--- src/rtl/drain_pkg.sv ---
package drain_pkg;

  localparam int CP_SLOTS = 1;

  typedef struct packed {
    logic fetch_done;
    logic bufs_empty;
    logic exe_idle;
    logic no_exc;
  } drain_cond_t;

  function automatic logic cond_all(input drain_cond_t c);
    return c.fetch_done & c.bufs_empty & c.exe_idle & c.no_exc;
  endfunction

endpackage

--- src/rtl/drain_stage_pend.sv ---
module drain_stage_pend #(
  parameter int SLOTS = 2
) (
  input  logic [SLOTS-1:0] head_vld,
  input  logic [SLOTS-1:0] tail_vld,
  input  logic             stalled,
  output logic             pending
);

  function automatic logic bank_busy(input logic [SLOTS-1:0] v);
    return |v;
  endfunction

  // a stalled register has not swapped: fresh work sits in the tail bank
  function automatic logic [SLOTS-1:0] live_bank(input logic stl,
                                                 input logic [SLOTS-1:0] hd,
                                                 input logic [SLOTS-1:0] tl);
    return stl ? tl : hd;
  endfunction

  logic [SLOTS-1:0] sel_bank;

  always_comb begin
    sel_bank = live_bank(stalled, head_vld, tail_vld);
    pending  = bank_busy(sel_bank);
  end

endmodule

--- src/rtl/drain_exec_idle.sv ---
module drain_exec_idle #(
  parameter int CNT_W = 7
) (
  input  logic [CNT_W-1:0] pipe_cnt,
  input  logic [CNT_W-1:0] stallq_cnt,
  output logic             idle
);

  function automatic logic queue_empty(input logic [CNT_W-1:0] n);
    return n == '0;
  endfunction

  always_comb idle = queue_empty(pipe_cnt) & queue_empty(stallq_cnt);

endmodule

--- src/rtl/drain_halt_latch.sv ---
module drain_halt_latch
  import drain_pkg::*;
(
  input  logic        clk,
  input  logic        rst_n,
  input  drain_cond_t cond,
  output logic        halted
);

  logic halted_q;

  always_ff @(posedge clk or negedge rst_n) begin
    if (!rst_n) halted_q <= 1'b0;
    else        halted_q <= halted_q | cond_all(cond);
  end

  assign halted = halted_q;

endmodule

--- src/rtl/core_drain_detect.sv ---
module core_drain_detect
  import drain_pkg::*;
#(
  parameter  int FD_SLOTS  = 2,
  parameter  int DX_SLOTS  = 2,
  parameter  int EXE_DEPTH = 64,
  localparam int CNT_W     = $clog2(EXE_DEPTH + 1)
) (
  input  logic                clk,
  input  logic                rst_n,
  input  logic [FD_SLOTS-1:0] fd_head_vld,
  input  logic [FD_SLOTS-1:0] fd_tail_vld,
  input  logic                fd_stall,
  input  logic [DX_SLOTS-1:0] dx_head_vld,
  input  logic [DX_SLOTS-1:0] dx_tail_vld,
  input  logic                dx_stall,
  input  logic [CP_SLOTS-1:0] cp_head_vld,
  input  logic [CP_SLOTS-1:0] cp_tail_vld,
  input  logic                cp_stall,
  input  logic [CNT_W-1:0]    exe_pipe_cnt,
  input  logic [CNT_W-1:0]    exe_stallq_cnt,
  input  logic                fetch_halted,
  input  logic                exc_active,
  output logic                halted
);

  // named internal events, observed by the bound checker
  logic        fd_pend;
  logic        dx_pend;
  logic        cp_pend;
  logic        exe_idle;
  logic        drain_now;
  drain_cond_t cond;

  drain_stage_pend #(.SLOTS(FD_SLOTS)) u_fd (
    .head_vld (fd_head_vld),
    .tail_vld (fd_tail_vld),
    .stalled  (fd_stall),
    .pending  (fd_pend)
  );

  drain_stage_pend #(.SLOTS(DX_SLOTS)) u_dx (
    .head_vld (dx_head_vld),
    .tail_vld (dx_tail_vld),
    .stalled  (dx_stall),
    .pending  (dx_pend)
  );

  drain_stage_pend #(.SLOTS(CP_SLOTS)) u_cp (
    .head_vld (cp_head_vld),
    .tail_vld (cp_tail_vld),
    .stalled  (cp_stall),
    .pending  (cp_pend)
  );

  drain_exec_idle #(.CNT_W(CNT_W)) u_exe (
    .pipe_cnt   (exe_pipe_cnt),
    .stallq_cnt (exe_stallq_cnt),
    .idle       (exe_idle)
  );

  always_comb begin
    cond.fetch_done = fetch_halted;
    cond.bufs_empty = ~(fd_pend | dx_pend | cp_pend);
    cond.exe_idle   = exe_idle;
    cond.no_exc     = ~exc_active;
    drain_now       = cond_all(cond);
  end

  drain_halt_latch u_latch (
    .clk    (clk),
    .rst_n  (rst_n),
    .cond   (cond),
    .halted (halted)
  );

endmodule

--- config.mk ---
export PLATFORM = sky130hd
export DESIGN_NAME = core_drain_detect
export DESIGN_NICKNAME = d
export VERILOG_FILES = /design/src/rtl/drain_pkg.sv /design/src/rtl/drain_stage_pend.sv /design/src/rtl/drain_exec_idle.sv /design/src/rtl/drain_halt_latch.sv /design/src/rtl/core_drain_detect.sv
export SDC_FILE = /design/constraint.sdc
export NUM_CORES = 1
export LEC_CHECK = 0
export ABC_AREA = 0
export BUFFER_PORTS_ARGS = -buffer_cell sky130_fd_sc_hd__buf_2
export CAP_MARGIN = 20
export CORE_AREA = 2 2 39 41
export CTS_CLUSTER_DIAMETER = 60
export DETAILED_ROUTE_END_ITERATION = 8
export DIE_AREA = 0 0 41 43
export GPL_TIMING_DRIVEN = 0
export SYNTH_ARGS = -nofsm -noshare
export SYNTH_HDL_FRONTEND = slang
export SYNTH_HIERARCHICAL = 1
export SYNTH_SLANG_ARGS = --single-unit
--- constraint.sdc ---
create_clock -name clk -period 1.6 [get_ports clk]
set_input_delay 0.32 -clock clk [delete_from_list [all_inputs] [get_ports clk]]
set_output_delay 0.32 -clock clk [all_outputs]
set_load 0.05 [all_outputs]
# Yosys cells after proc, flatten, opt, wreduce, memory -nomap -nowiden
# Cells that the tools add are included.
# totals
ff_bits	1
output_inout_bits	1
word_cells	17
# op_classes
muxes	3
n_reduce_logical	4
bitwise_logic	9
# ops
op	count
logical NOT 7 bit	2
bitwise AND 1 bit	4
two-way mux 2 bit	2
OR reduction 2 bit	2
OR 1 bit	3
NOT 1 bit	2
two-way mux 1 bit	1

# Logic depth before layout (Yosys ltp)
# Gate-level depths: netlist of run 1.
# logic_depth
ltp_word	9
mapped_depth	4

# Modules after synthesis
# Netlist of run 1, hierarchy kept.
# modules_own_cells
mod	n_inst	cells_each	area_each_um2	seq_area_each_um2
drain_halt_latch	1	2	35.0	25.0
drain_exec_idle	1	5	31.3	0.0
drain_stage_pend (u_dx ...)	2	3	13.8	0.0
drain_stage_pend (u_cp)	1	1	15.0	0.0
core_drain_detect	1	2	13.8	0.0

# Least setup slack after synthesis of run 1
# No wires, ideal clock.
# synth_path
path_kind	input to register
startpoint	in exe_stallq_cnt[5]
endpoint	reg u_latch.halted_q (netlist: u_latch/halted)
arrival_time_ns	0.895
n_path_buf	0
stages	3
setup_time_ns	0.069
required_time_ns	1.531
slack_ns	0.636
cell_sequence	nor4_1 and4_1 a41o_1
# synth_lines
item	line	source
start: declaration	core_drain_detect.sv:21	input logic [CNT_W-1:0] exe_stallq_cnt,
end signal: assignment	drain_halt_latch.sv:14	else halted_q <= halted_q | cond_all(cond);
end: declaration	drain_halt_latch.sv:10	logic halted_q;

==> results.toml, run 1 <==
[detailed_routing]
wl_um = 459
drc = 0
dr.pass1.iters = 1
vias = 242
drtIter0Drc = 0
ant_nets = 0
wl_per_cell_um = 7.286
viasPerCell = 3.841

[global_routing]
grt_pass1_wl_um = 655
grt_overflow_total = 0
grt_max_degree = 3
first_global_vias = 222
grt_use_total = 0.04905
antenna_found_initial = 0

[worst_setup_path]
start_kind = "primary input"
path_class = "in2reg"
critPathMaxStageDelay_ps = 250
critPathRequiredTime_ps = 1530
slowest_stage = "nor4_1"
crit_path_end_kind = "flop"
path_cells = "buf_2, nor4_1, and4_1, a41o_1"
arrival_ps = 1050
crit_fanout = 1

[cts]
clock_latency_ps = 0
clk_pin_slew_ps = 0
cts_resized = 0
ctsHoldBuffers = 0
cts_setup_buffers = 0

[final_layout]
largest_register_ffs = 1
diodes = 0
synthToLayoutAreaGrowth_pct = 142.9
final_cell_mix = "buf_2 (31), nor2_1 (3), nor4_1 (3)"
drive_gt1_frac = 0.7021
post-route-util = 0.2152
layout.nets = 80
final_common_cell = "buf_2"

[job]
drv_cap = 0

[yosys]
syn_inst = 16
ys_seq_area_frac = 0.2041
synthesis.nets = 47
synth.distinct_cells = 10
syn_area_um2 = 122.6
yosysWarnings = 6
synth_area_per_cell_um2 = 7.664
ys_ff_latch = 1

[place]
numPortBuffers = 31
dp_hpwl_um = 461.9
gp_congestion = 0.5239

[floorplanning]
die_y_um = 43
design.die.area_um2 = 1763
rows = 14
core_um2 = 1384
start_util = 0.08861
pin_count = 32
die_w_um = 41

[sta]
maxSlewViolCount = 0
fmax_mhz = 897.9
period_needed_ps = 1114
rsz0062_at_grt = "false"
min_period_over_period = 0.6961
fin_tns_setup_ps = 0
finalSetupViolCount = 0
relSlewSlack = 0.8359
tightest_slew_ps = 247.8
fin_worst_skew_ps = 0
hold_viol = 0

[power_and_ir_drop]
peakVddDrop_mv = 0.06431
leakagePower_nw = 0.1776
p_per_area_nw_per_um2 = 244.0

[hold_path]
holdCritPathClass = "in2async"

[run_status]
outcome = "finished, final reports clean"
[layer usage]
metal	GRT usage	wire length (um)	part of all wire	up-vias
met1	0.02866	121	0.26	95
met3	0.01047	108	0.24	0
met5	0	0	0	-
li1	-	-	-	128
met2	0.1188	229	0.50	19
met4	0	0	0	0
[through the flow]
| step | hold WS (ps) | cells | total power, mW | setup WS [ps] | area [um^2] |
|---|---|---|---|---|---|
| 2_1_floorplan | 24.41 | 16 | 0.03669 | 635.9 | 122.6 |
| 3_5_place_dp | 98.57 | 63 | 0.07385 | 459.5 | 297.8 |
| 3_3_place_gp | 96.42 | 63 | 0.07274 | 454.5 | 297.8 |
| 6_report | 96.72 | 63 | 0.07267 | 486.3 | 297.8 |
| 4_1_cts | 98.57 | 63 | 0.07394 | 459.1 | 297.8 |
| 5_1_grt | 103.8 | 63 | 0.08024 | 377.7 | 297.8 |
[cells in the mapped netlist]
cell / instances / area share
inv_1: 1 / 0.031
a41o_1: 1 / 0.082
dfrtp_1: 1 / 0.20
nor4_1: 3 / 0.15
nor3_2: 1 / 0.082
nor2_1: 3 / 0.092
a21oi_1: 2 / 0.082
nor3_1: 2 / 0.082
mux2_4: 1 / 0.12
and4_1: 1 / 0.071
[kinds of logic (layout without fill, tap and decap cells)]
logic type / Yosys count / count (layout) / synth area share
AO/OA/AOI/OAI: 3 / 3 / 0.1633
buffers and inverters: 1 / 32 / 0.03058
flip-flops: 1 / 1 / 0.2040
multiplexers: 1 / 1 / 0.1224
AND/OR/NAND/NOR: 10 / 10 / 0.4796
[worst max-delay path: cells and delay by family]
kind | cells | cell delay, ps
buffers and inverters | 1 | 100
AND/OR/NAND/NOR | 2 | 470
AO/OA/AOI/OAI | 1 | 170
[cell type report]
class	count	area (um^2)
inverters	1	3.754
multi-input cells	14	93.84
repair buffers	31	155.1
well taps	16	20.02
fillers	161	1086
flip-flops and latches	1	25.02
[path summary, 6_finish.rpt]
check	end	slack, ps	cells after the start	startpoint
worst min-delay path	u_latch/halted	100	1	rst_n
worst min register to register	u_latch/halted	450	1	u_latch/halted
worst max-delay path	u_latch/halted	490	4	exe_pipe_cnt[1]
worst max register to register	u_latch/halted	930	1	u_latch/halted
max in group asynchronous	u_latch/halted	1420	1	rst_n
min in group clk	u_latch/halted	450	1	u_latch/halted
[power breakdown]
group          switching (mW)  leakage (nW)  internal (mW)
Combinational          0.0147         0.164         0.0323
Clock                       0             0              0
Sequential        0.000000543        0.0140         0.0258
Total                  0.0147         0.178         0.0580
No activity file was read; power rests on OpenSTA's default activity.
==> run 2: changes to the inputs <==
- ABC_AREA: 0 -> 1
- clock period: 1.6 -> 1 ns (I/O delays scaled with it)
==> run 2 against run 1 <==
Die area unchanged. Worst hold slack better by 340 ps. Clock skew unchanged. Utilization up 9.3 points. Power up 100%. Via count up 40%. First-iteration DRC count up 1. Synthesized cell count rose to 3.1 times the previous value. Sequential share of layout area down 2.5 points. Largest cell class unchanged. Highest routed layer unchanged.
==> results.toml, run 2 <==
[power_and_ir_drop]
peakVddDrop_mv = 0.1372
finalPower_uw = 147.4
p_sw_frac = 0.2768
pwr-share-seq = 0.280
leakagePower_nw = 0.3051
comb_power_share = 0.720
p_switching_uw = 40.80
internal-power_uw = 106.6
p_per_area_nw_per_um2 = 345.5
clkPwrFrac = 0

[detailed_routing]
wl_met2_um = 335
wl_per_cell_um = 6.041
drtIter0Drc = 1
met1_length_um = 222
vias = 340
top_layer_used = "met3"
dr.pass1.iters = 2
drc = 0
ant_nets = 0
wl_um = 592
wl_met3_um = 34
viasPerCell = 3.469

[sta]
tightest_slew_ps = 246.2
fin_worst_skew_ps = 0
maxSlewViolCount = 0
fin_ws_ps = 47.98
rsz0062_at_grt = "true"
min_period_over_period = 0.9520
hold_viol = 0
fin_tns_setup_ps = 0
fmax_mhz = 1050
relSlewSlack = 0.8370
period_needed_ps = 952.0
finalSetupViolCount = 0

[floorplanning]
pin_count = 32
start_util = 0.1582
die_w_um = 41
rows = 14
design.die.area_um2 = 1763
core_um2 = 1384
die_y_um = 43

[yosys]
synth-main-ff-cell = "dfrtp_1"
synthesis.nets = 81
yosysTopAreaCell = "inv_1"
synth.top_cell.area_share = 0.3600
synth_common_cells = "inv_1 (21), nand2_1 (15), nor2_1 (7)"
synth-edff-count = 0
synth.distinct_cells = 7
syn_area_um2 = 219.0
ys_seq_area_frac = 0.1143
async_flop_share = 1.000
ys_ff_latch = 1
synth_area_leaders = "inv_1 (36%), nand2_1 (26%), nor2_1 (12%)"
yosysMostFrequentCell = "inv_1"
yosysWarnings = 6
syn_inst = 50
synth_area_per_cell_um2 = 4.379

[job]
drv_cap = 0

[global_routing]
grt_pass1_wl_um = 793
first_global_vias = 263
antenna_found_initial = 0
grt_max_degree = 3
grt_use_total = 0.05894
grt_overflow_total = 0

[final_layout]
finalNonFillerCells = 98
drive_gt1_frac = 0.4268
layout.nets = 115
largest_register_ffs = 1
post-route-util = 0.3083
final_cell_mix = "buf_2 (29), inv_1 (21), nand2_1 (15)"
final_common_cell = "buf_2"
diodes = 0
synthToLayoutAreaGrowth_pct = 94.86

[worst_setup_path]
cp.depth = 10
crit_fanout = 1
crit_family = "simple AND/OR/NAND/NOR gates"
path_cells = "buf_2, inv_1, nand3_1, nand2_1, inv_1, inv_1, nand2_1, nor2_2, nand2_1, o21ai_1"
crit_path_end_kind = "flop"
arrival_ps = 870
start_kind = "primary input"
critPathRequiredTime_ps = 920
cp.buffers_inverters = 4
critPathMaxStageDelay_ps = 110
rr_worst_depth = 2
slowest_stage = "o21ai_1"
path_class = "in2reg"

[place]
numPortBuffers = 31
dp_hpwl_um = 552.2
pre_cts_ws_ps = 36.36
placedCellCount = 97
gp_congestion = 0.5735

[cts]
clk_pin_slew_ps = 0
cts_setup_buffers = 0
clock_latency_ps = 0

[run_status]
outcome = "finished, final reports clean"

[hold_path]
worstHoldPathCells = 3
holdCritPathClass = "in2reg"
run 2: changes by cell type after synthesis, sizes merged:
cell / change
o21ai: +1
a41o: -1
nand2: +15
and4: -1
mux2: -1
nor3: -3
nand3: +3
nor4: -3
nor2: +6
inv: +20
a21oi: -2
run 2: kinds of logic after synthesis:
logic type	after synthesis	synth area share
compound gates	1	0.02284
flops	1	0.1143
buf+inv	21	0.3600
simple gates	27	0.5028
run 2: metal layers:
layer,up-vias,global-route usage
met4,0,0
li1,198,-
met3,0,0
met2,10,0.1281
met1,132,0.05696
met5,-,0
run 2: metrics by stage:
step           hold slack [ps]  cell area (um^2)
2_1_floorplan           -95.59             219.0
3_3_place_gp            -26.01             394.1
3_5_place_dp            -23.26             394.1
4_1_cts                  454.0             404.1
5_1_grt                  447.1             426.7
6_report                 439.4             426.7
run 2: timing repair:
action                                 CTS  global route
setup endpoints to repair                0             1
gates resized for setup                  0             5
endpoints found under the hold margin    1             0
hold buffers                             1             0
run 2: worst register-to-register path, delay by kind of cell, from the launching register on:
kind	cells	cell delay, ps
compound gates	1	50
buf+inv	1	50
flops	1	350
run 2: area by class of cell:
cell class	count	area [um^2]
Timing Repair Buffer	32	177.7
Tap cell	16	20.02
Sequential cell	1	25.02
Inverter	21	78.83
Multi-Input combinational cell	28	125.1
Fill cell	164	957.2
run 2: power by group through the flow:
stage                     Sequential [mW]  Clock (mW)  Combinational, mW
after floorplan                    0.0412           0             0.0339
after global placement             0.0412           0             0.0913
after detailed placement           0.0412           0             0.0947
after CTS                          0.0412           0             0.0978
after global routing               0.0412           0              0.122
final                              0.0412           0              0.106
run 2: worst paths after layout:
check	start	end	slack, ps
min	fetch_halted	u_latch/halted	440
max	dx_tail_vld[1]	u_latch/halted	50
max reg2reg	u_latch/halted	u_latch/halted	430
min in group asynchronous	rst_n	u_latch/halted	510
max in group asynchronous	rst_n	u_latch/halted	400
min reg2reg	u_latch/halted	u_latch/halted	460
==> run 3: changes to the inputs <==
- SETUP_SLACK_MARGIN: unset -> 0.3
==> run 3 against run 2 <==
Worst setup slack lost 6.5 ps. Fmax is 0.68% lower. Sequential share of layout area increased by 0.084 points. Cell area up 3.5%. Register-to-register slack got worse by 50 ps. Power up 0.37%.
==> results.toml, run 3 (synthesis results as in run 2) <==
[worst_setup_path]
critPathMostFrequentCell = "nand2_1"
path_class = "in2reg"
crit_fanout = 2
slowest_stage = "o21ai_1"
crit_family = "simple AND/OR/NAND/NOR gates"
path_cells = "buf_6, nor2_2, nand2_1, nand2_1, inv_1, inv_1, nand2_1, nor2_2, nand2_1, o21ai_1"
critPathMaxStageDelay_ps = 120
critPathRequiredTime_ps = 920
crit_path_end_kind = "flop"
cp-startpoint = "dx_stall"
start_kind = "primary input"
reg2reg_from = "u_latch/halted"
arrival_ps = 880
cp.buffers_inverters = 3

[cts]
clk_pin_slew_ps = 0
clock_latency_ps = 0

[floorplanning]
start_util = 0.1582
die_w_um = 41
design.die.area_um2 = 1763
core_um2 = 1384
die_y_um = 43
pin_count = 32
rows = 14

[final_layout]
finalNonFillerCells = 98
synthToLayoutAreaGrowth_pct = 101.7
post-route-util = 0.3192
layout.nets = 115
largest_register_ffs = 1
final_common_cell = "buf_2"
diodes = 0
design_area_um2 = 441.7
drive_gt1_frac = 0.4390
final_cell_mix = "buf_2 (28), inv_1 (21), nand2_1 (15)"

[place]
dp_hpwl_um = 499.1
placedCellCount = 97
place_area_um2 = 397.9
numPortBuffers = 31
gp_congestion = 0.5546

[power_and_ir_drop]
pwr-share-seq = 0.278
leakagePower_nw = 0.3115
p_switching_uw = 39.92
comb_power_share = 0.722
internal-power_uw = 108.0
p_sw_frac = 0.2698
peakVddDrop_mv = 0.1159
p_per_area_nw_per_um2 = 335.0
clkPwrFrac = 0

[global_routing]
grt_pass1_wl_um = 848
grt_overflow_total = 0
grt_max_degree = 3
grt_use_total = 0.06194
antenna_found_initial = 0
first_global_vias = 266

[sta]
period_needed_ps = 958.5
fin_worst_skew_ps = 0
hold_viol = 0
whs_ps = 445.2
maxSlewViolCount = 0
relSlewSlack = 0.9367
fin_tns_setup_ps = 0
finalSetupViolCount = 0
tightest_slew_ps = 94.26
min_period_over_period = 0.9585
fmax_mhz = 1043
rsz0062_at_grt = "true"

[run_status]
outcome = "finished, final reports clean"

[detailed_routing]
drc = 0
viasPerCell = 3.459
ant_nets = 0
wl_um = 551
drtIter0Drc = 2
wl_per_cell_um = 5.622
vias = 339
dr.pass1.iters = 2

[job]
drv_cap = 0

[hold_path]
worstHoldStart = "exc_active"
holdCritPathClass = "in2reg"
## run 3: cell counts in the layout (fill, tap and decap cells not counted)
Identical to the previous run, type by type.
## run 3: metrics by stage
stage	setup WS, ps	power [mW]
4_1_cts	44.36	0.1391
5_1_grt	-74.66	0.1648
3_5_place_dp	45.65	0.1360
2_1_floorplan	228.3	0.07562
3_3_place_gp	70.55	0.1335
6_report	41.49	0.1480
## run 3: per-layer routing
metal | track usage | vias up | routed length, um
met5 | 0 | - | 0
met1 | 0.07278 | 127 | 218
met4 | 0 | 0 | 0
met3 | 0 | 0 | 44
met2 | 0.1219 | 15 | 288
li1 | - | 197 | -
## run 3: power by group through the flow
stage | combinational [mW] | clock (mW) | sequential (mW)
after floorplan | 0.0344 | 0 | 0.0412
after global placement | 0.0923 | 0 | 0.0412
after detailed placement | 0.0948 | 0 | 0.0412
after CTS | 0.0979 | 0 | 0.0412
after global routing | 0.124 | 0 | 0.0412
final | 0.107 | 0 | 0.0412
## run 3: final cells by class
type / count / area [um^2]
Fill cell: 164 / 942.2
Timing Repair Buffer: 32 / 191.4
Multi-Input combinational cell: 28 / 125.1
Inverter: 21 / 78.83
Sequential cell: 1 / 26.28
Tap cell: 16 / 20.02
## run 3: path summary, 6_finish.rpt
check / end / slack (ps) / cells after the start
max: u_latch/halted / 40 / 10
min: u_latch/halted / 450 / 4
max reg2reg: u_latch/halted / 380 / 2
min reg2reg: u_latch/halted / 500 / 2
max in group asynchronous: u_latch/halted / 400 / 2
min in group asynchronous: u_latch/halted / 510 / 2
## run 3: what timing repair did
action                                  CTS  global route
endpoints found under the setup margin    2             2
pin swaps                                 0            10
hold buffers                              1             0
gates resized for setup                   2             6
setup buffers                             0             0
hold endpoints to repair                  1             0
## run 3: worst reg2reg max path: cells and delay by family (launching register included)
family                 cells  cell delay, ps
buffers and inverters      1              50
AOI/OAI and AO/OA          1              50
DFF                        1             390
